### config.mk
export PLATFORM = sky130hd
export DESIGN_NAME = ctx_loop_seq
export DESIGN_NICKNAME = d
export VERILOG_FILES = /design/src/rtl/ctx_seq_pkg.sv /design/src/rtl/ctx_ptr.sv /design/src/rtl/ctx_store.sv /design/src/rtl/ctx_loop_seq.sv
export SDC_FILE = /design/constraint.sdc
export NUM_CORES = 1
export LEC_CHECK = 0
export BUFFER_PORTS_ARGS = -buffer_cell sky130_fd_sc_hd__buf_2
export CORE_MARGIN = 2
export CORE_UTILIZATION = 55
export CTS_CLUSTER_DIAMETER = 200
export DETAILED_ROUTE_END_ITERATION = 8
export PLACE_DENSITY_LB_ADDON = 0.15
export SLEW_MARGIN = 20
export SYNTH_ARGS = -nofsm -noshare
export SYNTH_HDL_FRONTEND = slang
export SYNTH_SLANG_ARGS = --single-unit
export TNS_END_PERCENT = 30
### constraint.sdc
create_clock -name clk -period 2.8 [get_ports clk]
set_input_delay 0.42 -clock clk [delete_from_list [all_inputs] [get_ports clk]]
set_output_delay 0.42 -clock clk [all_outputs]
set_load 0.01 [all_outputs]
### src/rtl/ctx_seq_pkg.sv
package ctx_seq_pkg;
  // Operation picked for the loop pointer each cycle
  typedef enum logic [1:0] {
    PTR_HOLD    = 2'd0,
    PTR_STEP    = 2'd1,
    PTR_WRAP    = 2'd2,
    PTR_RESTART = 2'd3
  } ptr_op_e;
endpackage

### src/rtl/ctx_ptr.sv
module ctx_ptr
  import ctx_seq_pkg::*;
#(
  parameter int ADDR_W  = 5,
  parameter int STAGE_W = 3
) (
  input  logic               clk,
  input  logic               rst_n,
  input  logic               run,
  input  logic               restart,
  input  logic [ADDR_W-1:0]  start_addr,
  input  logic [ADDR_W-1:0]  end_addr,
  output logic [ADDR_W-1:0]  ptr,
  output logic [STAGE_W-1:0] stage
);
  ptr_op_e             op;
  logic [ADDR_W-1:0]   ptr_d;
  logic [STAGE_W-1:0]  stage_d;
  logic                ptr_en;

  // Operation select: restart has priority over stepping
  always_comb begin
    if (restart)                op = PTR_RESTART;
    else if (!run)              op = PTR_HOLD;
    else if (ptr == end_addr)   op = PTR_WRAP;
    else                        op = PTR_STEP;
  end

  // Next-state values
  always_comb begin
    ptr_d   = ptr;
    stage_d = stage;
    unique case (op)
      PTR_RESTART: begin
        ptr_d   = start_addr;
        stage_d = '0;
      end
      PTR_WRAP: begin
        ptr_d   = start_addr;
        stage_d = stage + STAGE_W'(1);
      end
      PTR_STEP: begin
        ptr_d   = ptr + ADDR_W'(1);
      end
      default: begin
        ptr_d   = ptr;
        stage_d = stage;
      end
    endcase
  end

  assign ptr_en = (op != PTR_HOLD);

  always_ff @(posedge clk or negedge rst_n) begin
    if (!rst_n) begin
      ptr   <= '0;
      stage <= '0;
    end else if (ptr_en) begin
      ptr   <= ptr_d;
      stage <= stage_d;
    end
  end
endmodule

### src/rtl/ctx_store.sv
module ctx_store #(
  parameter int ADDR_W = 5,
  parameter int CTX_W  = 40
) (
  input  logic              clk,
  input  logic              rst_n,
  input  logic              wr_en,
  input  logic [ADDR_W-1:0] wr_addr,
  input  logic [CTX_W-1:0]  wr_data,
  input  logic              rd_en,
  input  logic [ADDR_W-1:0] rd_addr,
  output logic [CTX_W-1:0]  rd_data
);
  localparam int DEPTH = 1 << ADDR_W;

  logic [CTX_W-1:0] words [DEPTH];
  logic [CTX_W-1:0] rd_sel;

  // One storage word per decoded address
  for (genvar w = 0; w < DEPTH; w++) begin : g_word
    logic             hit;
    logic [CTX_W-1:0] word_q;

    assign hit = wr_en && (wr_addr == ADDR_W'(w));

    always_ff @(posedge clk) begin
      if (hit) word_q <= wr_data;
    end

    assign words[w] = word_q;
  end

  assign rd_sel = words[rd_addr];

  // Registered read, held when not enabled
  always_ff @(posedge clk or negedge rst_n) begin
    if (!rst_n)      rd_data <= '0;
    else if (rd_en)  rd_data <= rd_sel;
  end
endmodule

### src/rtl/ctx_loop_seq.sv
module ctx_loop_seq #(
  parameter int ADDR_W  = 5,
  parameter int CTX_W   = 40,
  parameter int STAGE_W = 3
) (
  input  logic               clk,
  input  logic               rst_n,
  input  logic               load_en,
  input  logic [ADDR_W-1:0]  load_addr,
  input  logic [CTX_W-1:0]   load_data,
  input  logic               rd_en,
  input  logic               run,
  input  logic               restart,
  input  logic [ADDR_W-1:0]  start_addr,
  input  logic [ADDR_W-1:0]  end_addr,
  output logic [CTX_W-1:0]   ctx_word,
  output logic [ADDR_W-1:0]  ctx_addr,
  output logic [STAGE_W-1:0] stage
);
  logic store_wr;

  // Contexts are frozen while the pointer runs
  assign store_wr = load_en && !run;

  ctx_ptr #(.ADDR_W(ADDR_W), .STAGE_W(STAGE_W)) u_ptr (
    .clk        (clk),
    .rst_n      (rst_n),
    .run        (run),
    .restart    (restart),
    .start_addr (start_addr),
    .end_addr   (end_addr),
    .ptr        (ctx_addr),
    .stage      (stage)
  );

  ctx_store #(.ADDR_W(ADDR_W), .CTX_W(CTX_W)) u_store (
    .clk     (clk),
    .rst_n   (rst_n),
    .wr_en   (store_wr),
    .wr_addr (load_addr),
    .wr_data (load_data),
    .rd_en   (rd_en),
    .rd_addr (ctx_addr),
    .rd_data (ctx_word)
  );
endmodule

; Yosys cells after proc, flatten, opt, wreduce, memory -nomap -nowiden
; Cells that the tools add are included.
[word_totals]
reg_bits = 1328
input_bits = 61
out_inout_bits = 48
[op_classes]
n_addsub = 2
order_cmp = 1
eq_ne = 35
muxes = 8
bitwise_logic = 1
n_reduce_logical = 41
[ops]
columns = operator, count
row1 = 40-bit binary-select mux with 5-bit select, 1
row2 = 5-bit == test (second input constant), 16
row3 = 40-bit two-way mux, 2
row4 = 5-bit by 4-bit == test with 1-bit output (second input constant), 8
row5 = 1-bit logical AND, 33
row6 = 5-bit by 3-bit == test with 1-bit output (second input constant), 4
row7 = 5-bit by 2-bit == test with 1-bit output (second input constant), 2
row8 = 5-bit one-hot mux with 2 select lines, 1
row9 = 6-bit >= comparator (second input constant), 1
row10 = 2-bit two-way mux, 3
row11 = 5-bit NOT with 6-bit output, 1
row12 = 3-bit one-hot mux with 2 select lines, 1
row13 = 2-bit nonzero test, 3
row14 = 5-bit by 1-bit adder with 5-bit output (second input constant), 1
row15 = 5-bit by 1-bit == test with 1-bit output (second input constant), 1
row16 = 5-bit == test, 1
row17 = 5-bit zero test, 1
row18 = 2-bit == test (second input constant), 2
row19 = 2-bit AND reduction, 2
row20 = 3-bit by 1-bit adder with 3-bit output (second input constant), 1
row21 = 2-bit by 1-bit == test with 1-bit output (second input constant), 1
row22 = 2-bit OR reduction, 1
row23 = 1-bit zero test, 1

; Depth between registers and ports, before layout
; Gate-level depths: netlist of the first run.
[logic_depth]
ltp_word = 8
mapped_depth = 9

; Cells and area by module
; A second synthesis of the first run with hierarchy kept.
[hier_totals]
hier_cells = 2803
hier_area_um2 = 51655.8
[modules_own_cells]
columns = mod, n_inst, cells_each, area_per_inst_um2
row1 = ctx_store, 1, 2744, 51059.0
row2 = ctx_ptr, 1, 58, 583.1
row3 = ctx_loop_seq, 1, 1, 13.8

; Least setup slack after synthesis of the first run
; No wires, ideal clock.
[synth_timing]
path_type = input port to flip-flop
from = input port run
to = register u_store.g_word[20].word_q[0] (enable)
setup_time_ns = 0.438
arrival_ns = 2.836
required_time_ns = 2.362
setup_slack_ns = -0.474
cell_stages = 4
n_path_buf = 1
cell_sequence = clkbuf_1 -> nor3b_1 -> nand3_1 -> nor2_1
[synth_via]
elab_chain_len = 3
[synth_rtl]
columns = item, line
row1 = from (decl), ctx_loop_seq.sv:12  ; input logic run,
row2 = 1-bit zero test, --
row3 = 1-bit logical AND, ctx_loop_seq.sv:23  ; assign store_wr = load_en && !run;
row4 = 1-bit logical AND, ctx_store.sv:24  ; assign hit = wr_en && (wr_addr == ADDR_W'(w));
row5 = net u_store.g_word[20].hit, ctx_store.sv:21  ; logic hit;
row6 = to (signal assigned), ctx_store.sv:27  ; if (hit) word_q <= wr_data;
row7 = to (decl), ctx_store.sv:22  ; logic [CTX_W-1:0] word_q;
; The timed path passes the listed nets, and every way through them passes these cells.
; A chain may end at the register's enable or synchronous reset.

; Worst setup path after layout of the first run
[layout_timing]
from = register u_ptr.ptr[1]
to = register u_store.rd_data[27]
[layout_via]
elab_chain_len = 4
[layout_rtl]
columns = item, line
row1 = from (decl), ctx_ptr.sv:13  ; output logic [ADDR_W-1:0] ptr,
row2 = from (signal assigned), ctx_ptr.sv:59  ; ptr <= ptr_d;
row3 = 5-bit NOT with 6-bit output (implied by the code), ctx_store.sv:33  ; assign rd_sel = words[rd_addr];
row4 = 40-bit binary-select mux with 5-bit select, ctx_store.sv:33
row5 = 40-bit two-way mux (implied by the code) (2 in a row), ctx_store.sv:33
row6 = to (signal assigned), ctx_store.sv:38  ; else if (rd_en) rd_data <= rd_sel;
row7 = to (decl), ctx_store.sv:12  ; output logic [CTX_W-1:0] rd_data
; Every way passes these cells. The select of a mux whose other input is x is not followed.

==> flow_metrics.env, run 1 <==
export IMPL_drive_gt1_share_pct=26.0
export IMPL_netlist_instances=2451
export IMPL_seq_power_share_pct=50.2
export IMPL_worst_pin_slew_ns=0.890
export IMPL_cpMostUsedCell="buf_12"
export IMPL_htreeDepth=4
export IMPL_netSwitchingPower_mw=10.0
export IMPL_cts_num_sinks=1328
export IMPL_antenna_found_initial=10
export IMPL_finalSetupViolCount=0
export IMPL_drv_cap=0
export IMPL_first_iter_violations=2841
export IMPL_cp_data_arrival_time_ns=3.31
export IMPL_worstPathRequired_ns=3.40
export IMPL_post_dp_hpwl_mm=70.9
export IMPL_cts_root_buffer="clkbuf_16"
export IMPL_routedWlPerCell_um=32.3
export IMPL_combPwrFrac_pct=10.2
export IMPL_outcome="complete, no violations"
export IMPL_die_area_um2=94900
export IMPL_initial_core_util_pct=55.5
export IMPL_finalCritPeriodShare_pct=96.6
export IMPL_ys_ff_latch=1328
export IMPL_grt_overflow=0
export IMPL_grt_pass1_wl_mm=184
export IMPL_rows=111
export IMPL_synth_nets=2514
export IMPL_ioPinCount=109
export IMPL_power_leakage_nw=19.5
export IMPL_synthesis_area_um2=50800
export IMPL_clk_pin_slew_ns=0.06
export IMPL_drc_errors=0
export IMPL_num_vias=25900
export IMPL_routabilityCongestion=0.806
export IMPL_p_clk_share_pct=39.6
export IMPL_hold_start="restart"
export IMPL_post_cts_buffers=0
export IMPL_synth_top_area_share_pct=75.6
export IMPL_fin_crit_ns=2.70
export IMPL_syn2layout_area_growth_pct=15.5
export IMPL_fmax_ghz=0.370
export IMPL_rsz0062_at_grt="no"
export IMPL_ys_seq_area_share_pct=78.0
export IMPL_synthTopCellsByArea="edfxtp_1 (76%), mux4_2 (8.9%), mux2i_1 (6.3%), dfrtp_1 (2.4%), o22ai_1 (1.5%)"
export IMPL_hold_violations=0
export IMPL_via_per_inst=6.46
export IMPL_hold_ws_ns=0.0677
export IMPL_drtAntennaViolNets=0
export IMPL_layout_nets=2784
export IMPL_syn_area_per_cell_um2=20.7
export IMPL_fill_cells=6181
export IMPL_final_common_cell="edfxtp_1"
export IMPL_r2r_start="u_ptr.ptr[1]"
export IMPL_wirelength_mm=130
export IMPL_cts_tree="done"
export IMPL_startpoint_type="flip-flop"
export IMPL_yosys_warnings=0
export IMPL_hold_path_class="primary input to flip-flop"
export IMPL_slew_headroom_pct=40.6
export IMPL_final_cell_count_no_fill=4011
export IMPL_setup_tns_ns=0
export IMPL_core_area_um2=91700
export IMPL_crit_start="u_ptr.ptr[1]"
export IMPL_peakVddDrop_mv=0.627
export IMPL_skew_ns=0.0244
export IMPL_grt_pass1_vias=26200
export IMPL_swShare_pct=22.5
export IMPL_max_stage_delay_ns=0.56
export IMPL_fp_dieW_um=308
export IMPL_critPathKind="flip-flop to flip-flop"
export IMPL_mostFrequentLayoutCells="edfxtp_1 (1280), mux2i_1 (322), mux4_2 (200)"
export IMPL_critPathCaptureType="flip-flop"
export IMPL_dp_cells=3768
export IMPL_cp_max_fo=25
export IMPL_clock_latency_ns=0.73
export IMPL_io_buffers=108
export IMPL_cp_slowest_cell="dfrtp_4"
export IMPL_grt_max_degree=54
export IMPL_drv_slew=0
export IMPL_reg2regPathDepth=8
export IMPL_cts_inserted_buffers=134
export IMPL_power_density_nw_per_um2=759
export IMPL_die_h_um=308
export IMPL_p_int_mw=34.5
export IMPL_path_cells="buf_12, buf_12, mux4_2, mux2i_1, nor2_1, nor4_1, buf_4, nor3_1"
export IMPL_clk_path_buf_depth=3
export IMPL_grt_use_total_pct=27.8
export IMPL_yosys_area_top_type="edfxtp_1"
export IMPL_holdPathStages=2
export IMPL_ys_types=37
export IMPL_drt_pass1_iter_count=7
export IMPL_fin_util_pct=64.0
## stage by stage
| step | worst slack, ns | instance area, um2 | total power [mW] |
|---|---|---|---|
| global placement | 0.0950 | 54300 | 27.3 |
| global route | 0.0276 | 58700 | 45.9 |
| finish | 0.0960 | 58700 | 44.5 |
| detailed placement | 0.0721 | 54300 | 27.3 |
| CTS | 0.0538 | 58700 | 44.8 |
| floorplan | -0.474 | 50800 | 25.5 |
## cell usage after synthesis
master,count
dfrtp_1,48
nor3b_1,1
buf_6,8
o221a_2,1
nand2b_1,4
o21ai_0,4
a21oi_1,1
and4_1,1
clkbuf_1,56
xnor2_1,7
nor3_1,41
or2_2,1
o41ai_1,1
nor4_1,40
o22ai_1,121
buf_1,2
nand3_1,6
and3_1,4
buf_4,18
inv_1,3
edfxtp_1,1280
nand3b_1,1
nand2_1,10
buf_2,56
a2111oi_1,1
mux2i_1,322
or4_1,1
a2111oi_0,6
o32ai_1,1
nor2_1,162
a311oi_1,1
a22oi_1,1
a2111oi_2,33
ha_1,2
mux4_2,200
o2bb2a_1,1
nor2b_1,5
## registers in the layout (all words and copies together) (netlist names)
signal	flops
u_ptr.ptr	5
u_ptr.stage	3
u_store.g_word.word_q	1280
u_store.rd_data	40
## routing by layer
metal | share of wire (%) | vias up | global-route usage (%)
li1 | - | 10700 | -
met1 | 40 | 13800 | 39.1
met2 | 48 | 1199 | 43.8
met3 | 9.4 | 220 | 6.58
met4 | 2.5 | 16 | 8.28
met5 | 0.073 | - | 0
## final timing paths
kind,to,slack (ns)
setup reg to reg,u_store.rd_data[27],0.1
hold reg to reg,u_store.rd_data[28],0.55
hold / removal,u_ptr.stage[1],0.07
min in group asynchronous,u_store.rd_data[31],0.36
setup / recovery,u_store.rd_data[27],0.1
max in group asynchronous,u_store.rd_data[21],1.73
## timing repair
| action | CTS | global route |
|---|---|---|
| gates resized for setup | 0 | 0 |
| endpoints found under the hold margin | 38 | 0 |
| hold buffers | 3 | 0 |
## power groups by stage
stage	Sequential, mW	Clock, mW	Combinational [mW]
CTS	22.4	17.9	4.59
finish	22.4	17.6	4.56
floorplan	22.7	0	2.79
global route	22.4	18.6	4.86
detailed placement	22.8	0	4.57
global placement	22.8	0	4.51
## cell type report
cell class	instances	area (um2)	area share, %
flip-flops and latches	1328	39700	67.5
multi-input cells	980	10700	18.3
inverters	3	11.3	0.0192
diodes	1	2.50	0.00426
clock buffers	181	3710	6.31
clock inverters	58	618	1.05
well taps	1186	1480	2.53
repair buffers	274	2500	4.25
## worst max-delay path, delay by kind of cell, from the launching register on
family                 cells  cell delay (ns)
buffers and inverters      3             0.71
DFF                        1             0.56
muxes                      2             0.66
and+or+nand+nor            3             0.62
## kinds of logic after synthesis
| family | after synthesis | share of synthesized area, % |
|---|---|---|
| buffers and inverters | 143 | 1.44 |
| adder cells (fa/ha/maj) | 2 | 0.0492 |
| AND/OR/NAND/NOR | 277 | 2.46 |
| multiplexers | 522 | 15.2 |
| AO/OA/AOI/OAI | 172 | 2.74 |
| flip-flops | 1328 | 78.0 |
| XOR/XNOR | 7 | 0.121 |
Power figures use the tool's default switching activity.
==> inputs of run 2 (changes only) <==
- CORE_MARGIN: 2 -> 5
- clock period: 2.8 -> 2.9 ns (I/O delays scaled with it)
==> run 2 against run 1 <==
Net effect:
- worst setup slack gained 0.24 ns
- hold slack gained 0.031 ns
- die area grew 3.9%
- largest power group unchanged
- flip-flop and latch count unchanged
- via count is 0.27% higher
- core utilization is 0.18 points lower
- clock power is 5% lower
- first-iteration DRC count rose by 2.6%
- critical endpoint is now u_ptr.ptr[2]
- clock skew is 0.0036 ns lower
- cell count shrank 0.30%
- non-clock buffer count fell by 17
- routed wire length is 0.71% lower
- critical path type unchanged
==> flow_metrics.env, run 2 (synthesis gave the netlist of run 1 again) <==
export IMPL_startpoint_type="flip-flop"
export IMPL_io_buffers=108
export IMPL_skew_ns=0.0208
export IMPL_die_h_um=314
export IMPL_first_iter_violations=2915
export IMPL_cts_resized=0
export IMPL_cts_root_buffer="clkbuf_16"
export IMPL_cts_inserted_buffers=134
export IMPL_power_density_nw_per_um2=729
export IMPL_post_cts_buffers=0
export IMPL_antenna_found_initial=2
export IMPL_clk_path_buf_depth=3
export IMPL_gr_usage_met3_pct=6.02
export IMPL_grt_max_degree=49
export IMPL_clk_pin_slew_ns=0.06
export IMPL_num_vias=26000
export IMPL_drive_gt1_share_pct=25.6
export IMPL_syn2layout_area_growth_pct=15.2
export IMPL_top_regs="u_store.g_word.word_q (1280), u_store.rd_data (40), u_ptr.ptr (5)"
export IMPL_die_area_um2=98600
export IMPL_critPathKind="flip-flop to flip-flop"
export IMPL_busiest_layer="met2"
export IMPL_max_stage_delay_ns=0.65
export IMPL_rows=111
export IMPL_use_met1_pct=38.3
export IMPL_cp_data_arrival_time_ns=3.18
export IMPL_setup_tns_ns=0
export IMPL_layout_nets=2767
export IMPL_final_common_cell="edfxtp_1"
export IMPL_finalSetupViolCount=0
export IMPL_cp_max_fo=18
export IMPL_fill_cells=6115
export IMPL_core_area_um2=91700
export IMPL_fin_util_pct=63.9
export IMPL_postCtsHoldBufs=3
export IMPL_largest_reg_flops=1280
export IMPL_initial_core_util_pct=55.5
export IMPL_grt_overflow=0
export IMPL_drv_cap=0
export IMPL_slew_headroom_pct=47.1
export IMPL_hold_violations=0
export IMPL_cpMostUsedCell="buf_4"
export IMPL_regMostFlops="u_store.g_word.word_q"
export IMPL_worstPathRequired_ns=3.51
export IMPL_routedWlPerCell_um=32.2
export IMPL_fmax_ghz=0.389
export IMPL_grt_pass1_wl_mm=186
export IMPL_rsz0062_at_grt="no"
export IMPL_ioPinCount=109
export IMPL_hold_ws_ns=0.0990
export IMPL_cts_tree="done"
export IMPL_peakVddDrop_mv=0.578
export IMPL_outcome="complete, no violations"
export IMPL_drtAntennaViolNets=0
export IMPL_post_dp_hpwl_mm=70.4
export IMPL_clock_latency_ns=0.73
export IMPL_worst_pin_slew_ns=0.794
export IMPL_routabilityCongestion=0.818
export IMPL_htreeDepth=4
export IMPL_drt_pass1_iter_count=5
export IMPL_multi_input_area_um2=10700
export IMPL_critPathCaptureType="flip-flop"
export IMPL_cts_num_sinks=1328
export IMPL_wirelength_mm=129
export IMPL_seqCellArea_um2=39700
export IMPL_grt_use_total_pct=26.3
export IMPL_drv_slew=0
export IMPL_cp_slowest_cell="dfrtp_4"
export IMPL_path_cells="buf_12, xnor2_1, nand3_1, buf_4, nor2_1, buf_4, o21ai_0, buf_4, o41ai_1"
export IMPL_use_met2_pct=41.3
export IMPL_power_leakage_nw=19.4
export IMPL_via_per_inst=6.50
export IMPL_grt_pass1_vias=26300
export IMPL_mostFrequentLayoutCells="edfxtp_1 (1280), mux2i_1 (322), mux4_2 (200)"
export IMPL_drc_errors=0
export IMPL_hold_path_class="primary input to flip-flop"
export IMPL_fp_dieW_um=314
export IMPL_fin_crit_ns=2.57
export IMPL_finalCritPeriodShare_pct=88.6
==> run 2: power by group <==
part	total, mW	switching (mW)	leakage, nW	internal, mW
combinational	4.37	2.53	5.26	1.84
sequential	21.6	0.251	12.1	21.3
clock	16.7	6.99	2.09	9.72
total	42.7	9.77	19.4	32.9
==> run 2: per-stage QoR <==
| step | cells | worst slack (ns) | cell area, um2 | power (mW) |
|---|---|---|---|---|
| 2_1_floorplan | 2451 | -0.389 | 50800 | 24.6 |
| 3_3_place_gp | 3751 | 0.346 | 54200 | 26.3 |
| 3_5_place_dp | 3751 | 0.342 | 54200 | 26.4 |
| 4_1_cts | 3998 | 0.320 | 58500 | 42.9 |
| 5_1_grt | 3998 | 0.187 | 58500 | 44.1 |
| 6_report | 3999 | 0.331 | 58500 | 42.7 |
==> run 2: worst paths after layout <==
kind,from,to,slack (ns),depth (start not counted)
max in group asynchronous,rst_n,u_store.rd_data[5],1.78,3
max reg2reg,u_ptr.ptr[0],u_ptr.ptr[2],0.33,9
min in group asynchronous,rst_n,u_store.rd_data[35],0.33,2
min,restart,u_ptr.stage[1],0.1,2
min reg2reg,u_store.rd_data[9],u_store.rd_data[9],0.55,2
max,u_ptr.ptr[0],u_ptr.ptr[2],0.33,9
==> run 2: final cells by class <==
type | instances | share of cell area [%]
antenna | 1 | 0.00427
clock buffer | 190 | 6.51
clock inverter | 54 | 0.819
inverter | 3 | 0.0192
multi-input combinational | 980 | 18.3
sequential | 1328 | 67.7
tap | 1186 | 2.53
timing repair buffer | 257 | 4.05
==> run 2: critical path: cells and delay by family (launching register included) <==
kind	cells	cell delay, ns
AND/OR/NAND/NOR	2	0.26
XOR/XNOR	1	0.46
buffers and inverters	4	0.86
flip-flops	1	0.65
AO/OA/AOI/OAI	2	0.17
==> run 2: per-layer routing <==
metal,wire length (um),vias to the layer above,share of wire (%)
met4,2820,2,2.2
met1,52800,13800,41
li1,-,10700,-
met5,13,-,0.010
met2,61200,1314,48
met3,11900,191,9.3
